`src/rtl/hp_irq_locator_pkg.sv`:
```
package hp_irq_locator_pkg;
  localparam int EVT_W      = 5;
  localparam int MASK_W     = 7;
  localparam int CTRL_W     = 4;
  localparam int DATA_W     = 32;
  localparam int MASK_LSB   = 8;
  localparam int INT_DIS    = 0;
  localparam int CMD_DIS    = 2;
  localparam int CMD_DET    = 16;
endpackage

```
`src/rtl/hp_slot_reg.sv`:
```
module hp_slot_reg
  import hp_irq_locator_pkg::*;
(
  input  logic                 clk_i,
  input  logic                 rst_ni,
  input  logic                 wr_i,
  input  logic [DATA_W-1:0]    wr_data_i,
  input  logic [EVT_W-1:0]     evt_i,
  output logic [EVT_W-1:0]     latch_o,
  output logic [MASK_W-1:0]    mask_o,
  output logic                 pend_o
);
  logic [EVT_W-1:0] clr;

  assign clr = wr_i ? wr_data_i[EVT_W-1:0] : '0;

  always_ff @(posedge clk_i or negedge rst_ni) begin
    if (!rst_ni) begin
      latch_o <= '0;
      mask_o  <= '1;
    end else begin
      // new event beats a same-cycle clear
      latch_o <= (latch_o & ~clr) | evt_i;
      if (wr_i) mask_o <= wr_data_i[MASK_LSB +: MASK_W];
    end
  end

  // upper mask bits gate only error reporting, not the locator
  assign pend_o = |(latch_o & ~mask_o[EVT_W-1:0]);
endmodule

```
`src/rtl/hp_ctrl_reg.sv`:
```
module hp_ctrl_reg
  import hp_irq_locator_pkg::*;
(
  input  logic                 clk_i,
  input  logic                 rst_ni,
  input  logic                 wr_i,
  input  logic [DATA_W-1:0]    wr_data_i,
  input  logic                 cmd_done_i,
  output logic [CTRL_W-1:0]    dis_o,
  output logic                 cmd_det_o,
  output logic                 cmd_pend_o
);
  always_ff @(posedge clk_i or negedge rst_ni) begin
    if (!rst_ni) begin
      dis_o     <= '1;
      cmd_det_o <= 1'b0;
    end else begin
      if (wr_i) dis_o <= wr_data_i[CTRL_W-1:0];
      cmd_det_o <= (cmd_det_o & ~(wr_i & wr_data_i[CMD_DET])) | cmd_done_i;
    end
  end

  assign cmd_pend_o = cmd_det_o & ~dis_o[CMD_DIS];
endmodule

```
`src/rtl/hp_irq_out.sv`:
```
module hp_irq_out #(
  parameter int LOC_W = 9
) (
  input  logic             clk_i,
  input  logic             rst_ni,
  input  logic [LOC_W-1:0] loc_i,
  input  logic             int_dis_i,
  input  logic             msg_en_i,
  output logic             level_o,
  output logic             irq_o,
  output logic             msg_o
);
  logic last_q;

  assign level_o = (|loc_i) & ~int_dis_i;

  always_ff @(posedge clk_i or negedge rst_ni) begin
    if (!rst_ni) last_q <= 1'b0;
    else         last_q <= level_o;
  end

  assign irq_o = level_o & ~msg_en_i;
  assign msg_o = msg_en_i & (level_o ^ last_q);
endmodule

```
`src/rtl/hp_irq_locator.sv`:
```
module hp_irq_locator
  import hp_irq_locator_pkg::*;
#(
  parameter int NUM_SLOTS = 8,
  localparam int LOC_W    = NUM_SLOTS + 1,
  localparam int AW       = $clog2(NUM_SLOTS + 1),
  localparam int EVT_TOT  = NUM_SLOTS * EVT_W
) (
  input  logic                clk_i,
  input  logic                rst_ni,
  input  logic [EVT_TOT-1:0]  evt_set_i,
  input  logic                cmd_done_i,
  input  logic                msg_en_i,
  input  logic                wr_en_i,
  input  logic [AW-1:0]       wr_addr_i,
  input  logic [DATA_W-1:0]   wr_data_i,
  input  logic [AW-1:0]       rd_addr_i,
  output logic [DATA_W-1:0]   rd_data_o,
  output logic [LOC_W-1:0]    locator_o,
  output logic                irq_o,
  output logic                msg_o
);
  logic [CTRL_W-1:0]          dis;
  logic                       cmd_det;
  logic                       cmd_pend;
  logic                       irq_level;
  logic [EVT_TOT-1:0]         latch_flat;
  logic [EVT_W-1:0]           latch [NUM_SLOTS];
  logic [MASK_W-1:0]          mask  [NUM_SLOTS];
  logic [NUM_SLOTS-1:0]       slot_pend;

  hp_ctrl_reg u_ctrl (
    .clk_i      (clk_i),
    .rst_ni     (rst_ni),
    .wr_i       (wr_en_i && wr_addr_i == '0),
    .wr_data_i  (wr_data_i),
    .cmd_done_i (cmd_done_i),
    .dis_o      (dis),
    .cmd_det_o  (cmd_det),
    .cmd_pend_o (cmd_pend)
  );

  for (genvar s = 0; s < NUM_SLOTS; s++) begin : g_slot
    hp_slot_reg u_slot (
      .clk_i     (clk_i),
      .rst_ni    (rst_ni),
      .wr_i      (wr_en_i && wr_addr_i == AW'(s + 1)),
      .wr_data_i (wr_data_i),
      .evt_i     (evt_set_i[s*EVT_W +: EVT_W]),
      .latch_o   (latch[s]),
      .mask_o    (mask[s]),
      .pend_o    (slot_pend[s])
    );
    assign latch_flat[s*EVT_W +: EVT_W] = latch[s];
  end

  assign locator_o = {slot_pend, cmd_pend};

  hp_irq_out #(.LOC_W(LOC_W)) u_out (
    .clk_i     (clk_i),
    .rst_ni    (rst_ni),
    .loc_i     (locator_o),
    .int_dis_i (dis[INT_DIS]),
    .msg_en_i  (msg_en_i),
    .level_o   (irq_level),
    .irq_o     (irq_o),
    .msg_o     (msg_o)
  );

  always_comb begin
    rd_data_o = '0;
    if (rd_addr_i == '0) begin
      rd_data_o[CTRL_W-1:0] = dis;
      rd_data_o[CMD_DET]    = cmd_det;
    end
    for (int s = 0; s < NUM_SLOTS; s++) begin
      if (rd_addr_i == AW'(s + 1)) begin
        rd_data_o[EVT_W-1:0]            = latch[s];
        rd_data_o[MASK_LSB +: MASK_W]   = mask[s];
      end
    end
  end
endmodule

```
`config.mk`:
```
export PLATFORM = sky130hd
export DESIGN_NAME = hp_irq_locator
export DESIGN_NICKNAME = d
export VERILOG_FILES = /design/src/rtl/hp_irq_locator_pkg.sv /design/src/rtl/hp_slot_reg.sv /design/src/rtl/hp_ctrl_reg.sv /design/src/rtl/hp_irq_out.sv /design/src/rtl/hp_irq_locator.sv
export SDC_FILE = /design/constraint.sdc
export NUM_CORES = 1
export LEC_CHECK = 0
export CAP_MARGIN = 15
export CORE_MARGIN = 2
export CORE_UTILIZATION = 40
export DETAILED_ROUTE_END_ITERATION = 16
export DONT_BUFFER_PORTS = 1
export GPL_TIMING_DRIVEN = 0
export PLACE_DENSITY = 0.65
export SYNTH_ARGS = -nofsm -noshare
export SYNTH_HDL_FRONTEND = slang
export SYNTH_SLANG_ARGS = --single-unit
```
`constraint.sdc`:
```
create_clock -name clk_i -period 1.9 [get_ports clk_i]
set_clock_uncertainty 0.1 [all_clocks]
set_input_delay 0.38 -clock clk_i [delete_from_list [all_inputs] [get_ports clk_i]]
set_output_delay 0.38 -clock clk_i [all_outputs]
set_load 0.02 [all_outputs]
```
==> results of run 1 <==
[cell usage after synthesis (2+ instances only)]
cell       number  area share [%]
nand2b_1        7            0.82
clkbuf_1       11            0.77
a211oi_1        2            0.28
nor2_1         22             1.5
and3_1          2            0.23
nor3_1         10            0.94
a2bb2oi_1       2            0.33
nor2b_1         3            0.35
a31oi_1         3            0.35
o22ai_1         2            0.23
o211ai_1        5            0.70
mux2i_1         8             1.5
buf_4          33             4.6
a21o_1         41             5.8
a22oi_1        12             1.7
a21oi_1        11             1.0
nand3_1         5            0.47
dfstp_2        60              29
o21ai_0        38             3.6
dfrtp_1        42              20
inv_1          38             2.7
mux2_2         37             7.8
a222oi_1        7             1.3
nor2_4          3            0.63
buf_1           2            0.14
o221ai_1        8             1.3
a221oi_1        5            0.82
nand2_1        97             6.8
buf_2           7            0.66
[state kept, by name, indices dropped and copies added (netlist names)]
signal                 cells
u_ctrl.dis_o               4
u_out.last_q               1
g_slot.u_slot.mask_o      56
g_slot.u_slot.latch_o     40
u_ctrl.cmd_det_o           1
[worst paths after layout]
| kind | start | endpoint | slack (ns) |
|---|---|---|---|
| min in group clk_i | wr_data_i[13] | g_slot[7].u_slot.mask_o[5] | 0.01 |
| min reg2reg | g_slot[7].u_slot.mask_o[5] | g_slot[7].u_slot.mask_o[5] | 0.36 |
| min | rst_ni | g_slot[6].u_slot.latch_o[4] | -0.38 |
| max reg2reg | g_slot[4].u_slot.mask_o[1] | u_out.last_q | -0.12 |
| max | g_slot[4].u_slot.mask_o[1] | msg_o | -0.97 |
| max in group asynchronous | rst_ni | g_slot[1].u_slot.mask_o[0] | 1.87 |
[kinds of logic (layout without fill, tap and decap cells)]
family	Yosys count	in the layout	synth area share [%]
AND/OR/NAND/NOR	158	158	13.4
other	1	19	0.0702
multiplexers	46	46	9.71
AO/OA/AOI/OAI	144	144	18.8
flip-flops	102	102	49.2
buffers and inverters	92	122	8.94
[repair_timing]
item                                    4_1_cts  5_1_grt
setup buffers                                11        2
endpoints found under the setup margin       23       29
gates resized for setup                      71       14
pin swaps                                    24        4
endpoints found under the hold margin       102      103
cloned                                        2        0
[where the power goes]
group | leakage (nW) | switching [mW] | internal, mW
Combinational | 1.40 | 0.612 | 0.518
Clock | 0.125 | 0.773 | 0.887
Sequential | 1.00 | 0.256 | 2.71
Total | 2.53 | 1.64 | 4.11
[area by class of cell]
| type | instances | area (sq um) | area share (%) |
|---|---|---|---|
| inverters | 39 | 146 | 2.26 |
| repair buffers | 15 | 173 | 2.66 |
| flip-flops and latches | 102 | 2630 | 40.5 |
| plain buffers | 52 | 380 | 5.87 |
| multi-input cells | 367 | 2680 | 41.4 |
| clock inverters | 2 | 10.0 | 0.154 |
| well taps | 176 | 220 | 3.40 |
| clock buffers | 14 | 244 | 3.76 |
[critical path, delay by kind of cell (launching register included)]
kind | cells | cell delay, ns
compound gates | 3 | 0.86
flops | 1 | 0.54
simple gates | 1 | 0.33
mux | 1 | 0.27
buf+inv | 1 | 0.04
[layer usage]
layer	vias to the layer above	global-route usage, %
li1	1937	-
met3	33	8.84
met1	2144	31.1
met5	-	0
met2	187	39.4
met4	0	8.24
==> summary.md, run 1 <==
| Metric | Value |
|---|---|
| Worst hold slack | -0.379 ns |
| Ys async rst share | 100% |
| Final worst slack | -0.972 ns |
| Antenna violations before repair | 0 |
| Via count | 4301 |
| Final WL | 17.1 mm |
| Final Setup Violations | 23 |
| F_max | 0.348 GHz |
| Fin crit period | 2.87 ns |
| Post-Route Setup TNS | -7.94 ns |
| Initial Util | 40.7% |
| Root buf cell | clkbuf_16 |
| Max Used Layer | met4 |
| Die Ht | 120 um |
| DR vias/cell | 5.61 |
| Library cells used by synthesis | 49 |
| CTS tree | built |
| DR WL/cell | 22.3 um |
| Critical-path cell list | inv_2 > a222oi_1 > o221ai_2 > nor4_4 > a31oi_4 > mux2i_4 |
| Share of cells above drive strength 1 | 41.5% |
| Max clock buf depth | 2 |
| Failing checks | hold timing, setup timing |
| Final period util | 151% |
| Max Cap Violations | 0 |
| Final Power | 5.76 mW |
| Pin count of the biggest net entering global routing | 103 |
| Total track usage | 24.6% |
| Vias in the first global route | 4400 |
| Post-DP HPWL | 12.7 mm |
| Max-slew violations | 0 |
| Least-Margin Pin Slew | 0.797 ns |
| Routed wl met2 | 8.05 mm |
| Worst EP arrival | 2.39 ns |
| Relative slew margins | 46.9% |
| FILL cells | 1221 |
| P per Cell Area | 888 nW/um^2 |
| Cells after Synth | 543 |
| # diodes | 0 |
| Crit path max fanout | 3 |
| Synthesis-stage register bit count | 102 |
| First-pass GRT wire length | 26.0 mm |
| Post-synth EDFFs | 0 |
| Sequential share of the synthesized area | 49.2% |
| Crit path largest cell delay | 0.54 ns |
| Dpl cells | 737 |
| Syn avg cell area | 9.84 sq um |
| Wire length on met3 | 1.49 mm |
| CP Capture Type | output port |
| First-pass detailed-route iteration total | 5 |
| Ys Warns | 0 |
| Total CTS buffers | 9 |
| Crit path launch type | flip-flop |
| Area growth syn-to-layout | 21.3% |
| Critical path's slowest cell | dfstp_2 |
| Total grt overflow | 0 |
| Unrepaired setup endpoints after global routing | yes |
| Place WS | -0.723 ns |
| Critical Path RT | 1.42 ns |
| Die width | 120 um |
| Worst IR drop on VDD | 678 uV |
| Final instance area | 6480 sq um |
| Fin cells | 767 |
| H-tree levels | 3 |
| Row cnt | 42 |
| Met1 Routed Length | 7.11 mm |
| Most used DFF post-synth | dfstp_2 |
| Area of the die | 14300 sq um |
| Reg clk slew, reported paths | 0.07 ns |
| Clock latency on the worst-skew pair | 0.35 ns |
| Ports | 128 |
| Status | finished, violations left |
| Reg2reg path depth | 5 |
| Crit Path Category | flip-flop to output port |
| Post-route DRC | 0 |
| Commonest non-fill, non-tap cell in the layout | nand2_1 |
| I/O Buffers | 0 |
| Routability cong. | 0.982 |
| Core Util, Final | 49.4% |
| Core Footprint | 13100 sq um |
| Synthesized area | 5350 sq um |
| Clock sinks | 102 |
| Min-Delay Path Class | input pin to async pin |
| Initial drt markers | 322 |
| Placed cell area | 5720 sq um |
| Final hold violations | 102 |
| Most frequent cells in the layout | nand2_1, dfstp_2, a21o_1, dfrtp_1, buf_4 |
| Final #Nets | 671 |
| ANT nets after route | 0 |
| Pleak | 2.53 nW |
Note: power is estimated with default switching activity, not from simulation.
==> run 2: changes to the inputs <==
--- a/config.mk
+++ b/config.mk
@@ -5,13 +5,16 @@
 export SDC_FILE = /design/constraint.sdc
 export NUM_CORES = 1
 export LEC_CHECK = 0
+export ABC_AREA = 1
 export CAP_MARGIN = 15
 export CORE_MARGIN = 2
 export CORE_UTILIZATION = 40
+export CTS_BUF_LIST = sky130_fd_sc_hd__clkbuf_8
 export DETAILED_ROUTE_END_ITERATION = 16
 export DONT_BUFFER_PORTS = 1
 export GPL_TIMING_DRIVEN = 0
 export PLACE_DENSITY = 0.65
+export SKIP_CTS_REPAIR_TIMING = 1
 export SYNTH_ARGS = -nofsm -noshare
 export SYNTH_HDL_FRONTEND = slang
 export SYNTH_SLANG_ARGS = --single-unit
==> run 2 against run 1 <==
Effect of this change: first-iteration DRC count up 26%; critical path depth up 4; critical path type unchanged; wire length down 10%; synthesized cell count up 33%; the run still ends with hold timing, setup timing left; flip-flop and latch count unchanged; maximum frequency up 19%; worst setup slack better by 0.47 ns.
==> summary.md, run 2 <==
| Metric | Value |
|---|---|
| Final hold violations | 104 |
| DR vias/cell | 4.95 |
| Post-synth EDFFs | 0 |
| Most frequent cells in the layout | nand2_1, inv_1, o21ai_0 |
| Clock sinks | 102 |
| Worst r2r src | g_slot[3].u_slot.mask_o[4] |
| Unrepaired setup endpoints after global routing | yes |
| NetSw | 1.63 mW |
| FILL cells | 1300 |
| Synthesis-stage register bit count | 102 |
| Max Cap Violations | 0 |
| Fin crit period | 2.41 ns |
| Crit Path Category | flip-flop to output port |
| ANT nets after route | 0 |
| Combinational Power Share | 21.4% |
| Crit path launch type | flip-flop |
| Crit path largest cell delay | 0.54 ns |
| CTS tree | built |
| Final WL | 15.4 mm |
| Post-synth top area share | 28.9% |
| Vias in the first global route | 4257 |
| Synth Area in XOR/XNOR | 0% |
| Synth Area in Simple Gates | 27.1% |
| Total grt overflow | 0 |
| Crit path launch | g_slot[3].u_slot.mask_o[4] |
| Area of the die | 14600 sq um |
| Adder-Cell Fraction of Synth Area | 0% |
| Library cells used by synthesis | 31 |
| Total track usage | 20.8% |
| I/O Buffers | 0 |
| Worst hold slack | -0.424 ns |
| Pin count of the biggest net entering global routing | 103 |
| Routability cong. | 0.823 |
| F_max | 0.416 GHz |
| Pleak | 3.19 nW |
| Final period util | 127% |
| Sequential share of power | 54.7% |
| Max-slew violations | 0 |
| Worst EP arrival | 1.93 ns |
| Register Area | 2630 sq um |
| Mux contribution to synthesized area | 0% |
| Main area contributors after synthesis | dfstp_2, dfrtp_1, nand2_1 |
| H-tree levels | 3 |
| Core Footprint | 13300 sq um |
| Max clock buf depth | 2 |
| Die Ht | 121 um |
| Post-DP HPWL | 11.4 mm |
| Yosys top cell by area | dfstp_2 |
| Reg2reg setup slack | 0.22 ns |
| Initial Util | 41.0% |
| Post-route DRC | 0 |
| Critical path's slowest cell | dfstp_2 |
| Crit path max fanout | 3 |
| Largest regs | g_slot.u_slot.mask_o (56), g_slot.u_slot.latch_o (40), u_ctrl.dis_o (4) |
| Clock Power Share | 23.9% |
| Family with the most delay on the worst path | simple AND/OR/NAND/NOR gates |
| Critical Path RT | 1.42 ns |
| Dpl cells | 914 |
| Syn avg cell area | 7.57 sq um |
| P per Cell Area | 780 nW/um^2 |
| Commonest non-fill, non-tap cell in the layout | nand2_1 |
| Fin cells | 972 |
| Critical-path cell list | inv_1 > nand2_1 > nand2_1 > nor2_1 > nand2_1 > nor2_2 > nand3_4 > nand3_2 > nand2_2 > nor2_4 |
| DR WL/cell | 15.9 um |
| Final worst slack | -0.506 ns |
| Complex-gate fraction of the synthesized area | 11.9% |
| Min-Delay Path Class | input pin to async pin |
| Ys Warns | 0 |
| Status | finished, violations left |
| First-pass GRT wire length | 22.9 mm |
| CP Capture Type | output port |
| Number of flip-flops under the largest register name | 56 |
| Most common cell in the netlist | nand2_1 |
| Place WS | -0.337 ns |
| Root buf cell | clkbuf_8 |
| Combinational family with the most area after synthesis | simple AND/OR/NAND/NOR gates |
| Ys async rst share | 100% |
| Share of cells above drive strength 1 | 32.2% |
| Die width | 121 um |
| Worst IR drop on VDD | 504 uV |
| Row cnt | 42 |
| Ports | 128 |
| Most used DFF post-synth | dfstp_2 |
| Final #Nets | 876 |
| Most frequent CP cell | nand2_1 |
| Reg clk slew, reported paths | 0.10 ns |
| Initial drt markers | 405 |
| First-pass detailed-route iteration total | 5 |
| Final Setup Violations | 20 |
| Combined area of the multi-input logic cells | 2530 sq um |
| Area growth syn-to-layout | 22.9% |
| Int Power | 3.59 mW |
| Synthesized area | 5450 sq um |
| Failing checks | hold timing, setup timing |
| Total CTS buffers | 9 |
| Via count | 4810 |
| Post-synth top cells | nand2_1, inv_1, o21ai_0 |
| Most flops, register | g_slot.u_slot.mask_o |
| Cells after Synth | 720 |
| Crit path buf inv count | 1 |
| Sequential share of the synthesized area | 48.2% |
| Switching share of power | 31.3% |
| # diodes | 0 |
| Antenna violations before repair | 0 |
| Clock latency on the worst-skew pair | 0.39 ns |
[run 2: cell count changes in the layout (fill, tap and decap cells not counted), moves of 33 or more]
cell / change
a21o_1: -40
nand2_2: +33
o21ai_0: +38
nand2_1: +105
mux2_2: -36
inv_1: +54
[run 2: power groups by stage]
stage	registers (mW)	logic, mW	clock network, mW
after global placement	2.85	0.849	0
after global routing	2.90	1.25	1.36
after detailed placement	2.86	0.870	0
after CTS	2.83	0.873	1.28
final	2.86	1.12	1.25
after floorplan	2.81	0.702	0
[run 2: layout make-up]
cell class	count	area share [%]
sequential	102	39.2
buffer	41	4.82
clock inverter	6	0.486
tap	176	3.29
inverter	109	6.26
multi-input combinational	486	37.8
timing repair buffer	41	5.96
clock buffer	10	2.05
timing repair inverter	1	0.112
[run 2: metrics by stage]
step           power (mW)  util, %  setup TNS, ns  instance area [sq um]  hold WS (ns)
6_report             5.22     50.4          -2.17                   6700        -0.424
5_1_grt              5.50     50.4          -3.52                   6700        -0.443
4_1_cts              4.99     44.4          -4.48                   5910        -0.440
3_5_place_dp         3.73     43.2          -2.42                   5740       -0.0112
3_3_place_gp         3.70     43.2          -2.41                   5740       -0.0101
2_1_floorplan        3.52        -              0                   5520       -0.0156
[run 2: logic make-up after synthesis]
| kind of cell | Yosys count |
|---|---|
| AOI/OAI and AO/OA | 121 |
| buffers and inverters | 150 |
| DFF | 102 |
| other | 1 |
| and+or+nand+nor | 346 |
[run 2: metal layers]
layer,vias up,global-route usage [%],routed length (um)
li1,2334,-,-
met1,2313,28.8,6940
met2,153,33.2,7240
met3,10,5.61,1120
met4,0,3.78,131
met5,-,0,0
[run 2: path summary, 6_finish.rpt]
check                      cells after the start                     endpoint
max                                           10                        msg_o
min                                            0  g_slot[6].u_slot.latch_o[3]
max reg2reg                                   10                 u_out.last_q
min reg2reg                                    2   g_slot[3].u_slot.mask_o[3]
max in group asynchronous                      0              u_ctrl.dis_o[0]
min in group clk_i                             2  g_slot[0].u_slot.latch_o[2]
[run 2: worst reg2reg max path, cell delays in order, from the launching register on]
cell and delay (ns):
dfstp_2 0.54, inv_1 0.06, nand2_1 0.11, nand2_1 0.06, nor2_1 0.10, nand2_1 0.08, nor2_2 0.15, nand3_4 0.11
buf_4 0.15, nand2_2 0.07, inv_1 0.04
==> run 3: changes to the inputs <==
--- a/config.mk
+++ b/config.mk
@@ -7,13 +7,15 @@
 export LEC_CHECK = 0
 export ABC_AREA = 1
 export CAP_MARGIN = 15
+export CELL_PAD_IN_SITES_DETAIL_PLACEMENT = 2
+export CELL_PAD_IN_SITES_GLOBAL_PLACEMENT = 2
 export CORE_MARGIN = 2
-export CORE_UTILIZATION = 40
+export CORE_UTILIZATION = 33
 export CTS_BUF_LIST = sky130_fd_sc_hd__clkbuf_8
 export DETAILED_ROUTE_END_ITERATION = 16
 export DONT_BUFFER_PORTS = 1
 export GPL_TIMING_DRIVEN = 0
-export PLACE_DENSITY = 0.65
+export PLACE_DENSITY = 0.86
 export SKIP_CTS_REPAIR_TIMING = 1
 export SYNTH_ARGS = -nofsm -noshare
 export SYNTH_HDL_FRONTEND = slang
==> run 3 against run 2 <==
Effect of this change: the run still ends with hold timing, setup timing left; wire length grew 62%; register-to-register slack lost 0.11 ns; global-route usage grew 2.2 points; die area is 20% higher; final cell count increased by 5.2%; sequential power increased by 2%; power up 11%; worst hold slack got worse by 0.017 ns; non-clock buffer count grew 13; count of clock-buffer cells in the layout decreased by 1; first-iteration DRC count is 11% lower; critical path depth is the same; largest cell class unchanged.
==> summary.md, run 3 (synthesized netlist as in run 2, its figures left out) <==
| Metric | Value |
|---|---|
| Share of cells above drive strength 1 | 33.3% |
| Die width | 133 um |
| Core Footprint | 16000 sq um |
| Final hold violations | 113 |
| Initial drt markers | 362 |
| Worst IR drop on VDD | 380 uV |
| F_max | 0.389 GHz |
| Die Ht | 133 um |
| Unrepaired setup endpoints after global routing | yes |
| Ports | 128 |
| CTS tree | built |
| DR vias/cell | 5.28 |
| Commonest non-fill, non-tap cell in the layout | nand2_1 |
| Total track usage | 23.1% |
| Clock latency on the worst-skew pair | 0.42 ns |
| Fin cells | 1023 |
| CP Capture Type | output port |
| Crit Path Category | flip-flop to output port |
| Pin count of the biggest net entering global routing | 103 |
| Number of flip-flops under the largest register name | 56 |
| Clock sinks | 102 |
| Final worst slack | -0.672 ns |
| P per Cell Area | 836 nW/um^2 |
| Final period util | 135% |
| Failing checks | hold timing, setup timing |
| ANT nets after route | 0 |
| Largest regs | g_slot.u_slot.mask_o (56), g_slot.u_slot.latch_o (40), u_ctrl.dis_o (4) |
| Most flops, register | g_slot.u_slot.mask_o |
| Total grt overflow | 0 |
| Post-DP HPWL | 15.0 mm |
| Min-Delay Path Class | input pin to async pin |
| Initial Util | 34.1% |
| Most frequent cells in the layout | nand2_1, inv_1, o21ai_0 |
| Area growth syn-to-layout | 26.7% |
| H-tree levels | 3 |
| Post-route DRC | 0 |
| Max Cap Violations | 0 |
| I/O Buffers | 0 |
| Placed cell area | 5790 sq um |
| Max clock buf depth | 2 |
| # diodes | 0 |
| Crit path launch type | flip-flop |
| Critical Path RT | 1.42 ns |
| Final WL | 24.9 mm |
| Total CTS buffers | 9 |
| Dpl cells | 954 |
| Root buf cell | clkbuf_8 |
| Worst hold slack | -0.441 ns |
| Via count | 5405 |
| Status | finished, violations left |
| Place WS | -0.452 ns |
| DR WL/cell | 24.4 um |
| Worst EP arrival | 2.09 ns |
| Final instance area | 6910 sq um |
| Final Setup Violations | 22 |
| Vias in the first global route | 5420 |
| First-pass detailed-route iteration total | 5 |
| Max-slew violations | 0 |
| First-pass GRT wire length | 31.1 mm |
| Row cnt | 46 |
| Crit path max fanout | 3 |
| Routability cong. | 0.823 |
| Final #Nets | 888 |
| Area of the die | 17600 sq um |
| Fin crit period | 2.57 ns |
| Post-Route Setup TNS | -4.89 ns |
| Antenna violations before repair | 0 |
| Pleak | 3.26 nW |
| FILL cells | 1831 |
| Reg clk slew, reported paths | 0.11 ns |
| Final Power | 5.77 mW |
-- run 3: routing by layer --
metal	track usage, %	vias up	share of wire [%]
met2	40.6	188	51
met3	4.14	59	4.3
met1	29.0	2807	41
li1	-	2351	-
met5	0	-	0
met4	6.57	0	3.6
-- run 3: power breakdown --
group | leakage [nW] | switching (mW) | total (mW) | internal (mW)
combinational | 2.15 | 0.912 | 1.41 | 0.496
sequential | 1.00 | 0.254 | 2.91 | 2.66
clock | 0.104 | 0.866 | 1.45 | 0.585
-- run 3: final timing paths --
path | cells past startpoint | slack (ns) | to | start
setup / recovery | 10 | -0.67 | msg_o | g_slot[1].u_slot.mask_o[1]
hold / removal | 0 | -0.44 | g_slot[2].u_slot.latch_o[0] | rst_ni
setup reg to reg | 10 | 0.11 | u_out.last_q | g_slot[1].u_slot.mask_o[1]
hold reg to reg | 2 | 0.40 | g_slot[3].u_slot.mask_o[3] | g_slot[3].u_slot.mask_o[3]
max in group asynchronous | 0 | 1.87 | g_slot[6].u_slot.mask_o[1] | rst_ni
min in group clk_i | 2 | -0.04 | g_slot[5].u_slot.latch_o[1] | evt_set_i[26]
-- run 3: metrics by stage --
stage / util [%] / hold WS (ns)
after CTS: 37.3 / -0.445
after global placement: 36.2 / -0.00973
after global routing: 43.2 / -0.457
after floorplan: - / -0.0156
final: 43.2 / -0.441
after detailed placement: 36.2 / -0.0111
-- run 3: critical path, cell delays in order (launching register included) --
cell	delay [ns]
dfstp_2	0.58
inv_1	0.07
nand2_2	0.07
nand2_2	0.07
nor2_2	0.14
nand2_1	0.11
nor2_2	0.16
nand3_4	0.12
nand3_2	0.10
nand2_2	0.07
nor2_4	0.17
-- run 3: cell type report --
cell class | instances | area, sq um | share of cell area, %
Buffer | 41 | 324 | 4.69
Clock buffer | 9 | 124 | 1.79
Clock inverter | 6 | 50.0 | 0.725
Inverter | 109 | 422 | 6.11
Multi-Input combinational cell | 486 | 2580 | 37.4
Sequential cell | 102 | 2630 | 38.1
Tap cell | 216 | 270 | 3.91
Timing Repair Buffer | 54 | 504 | 7.30
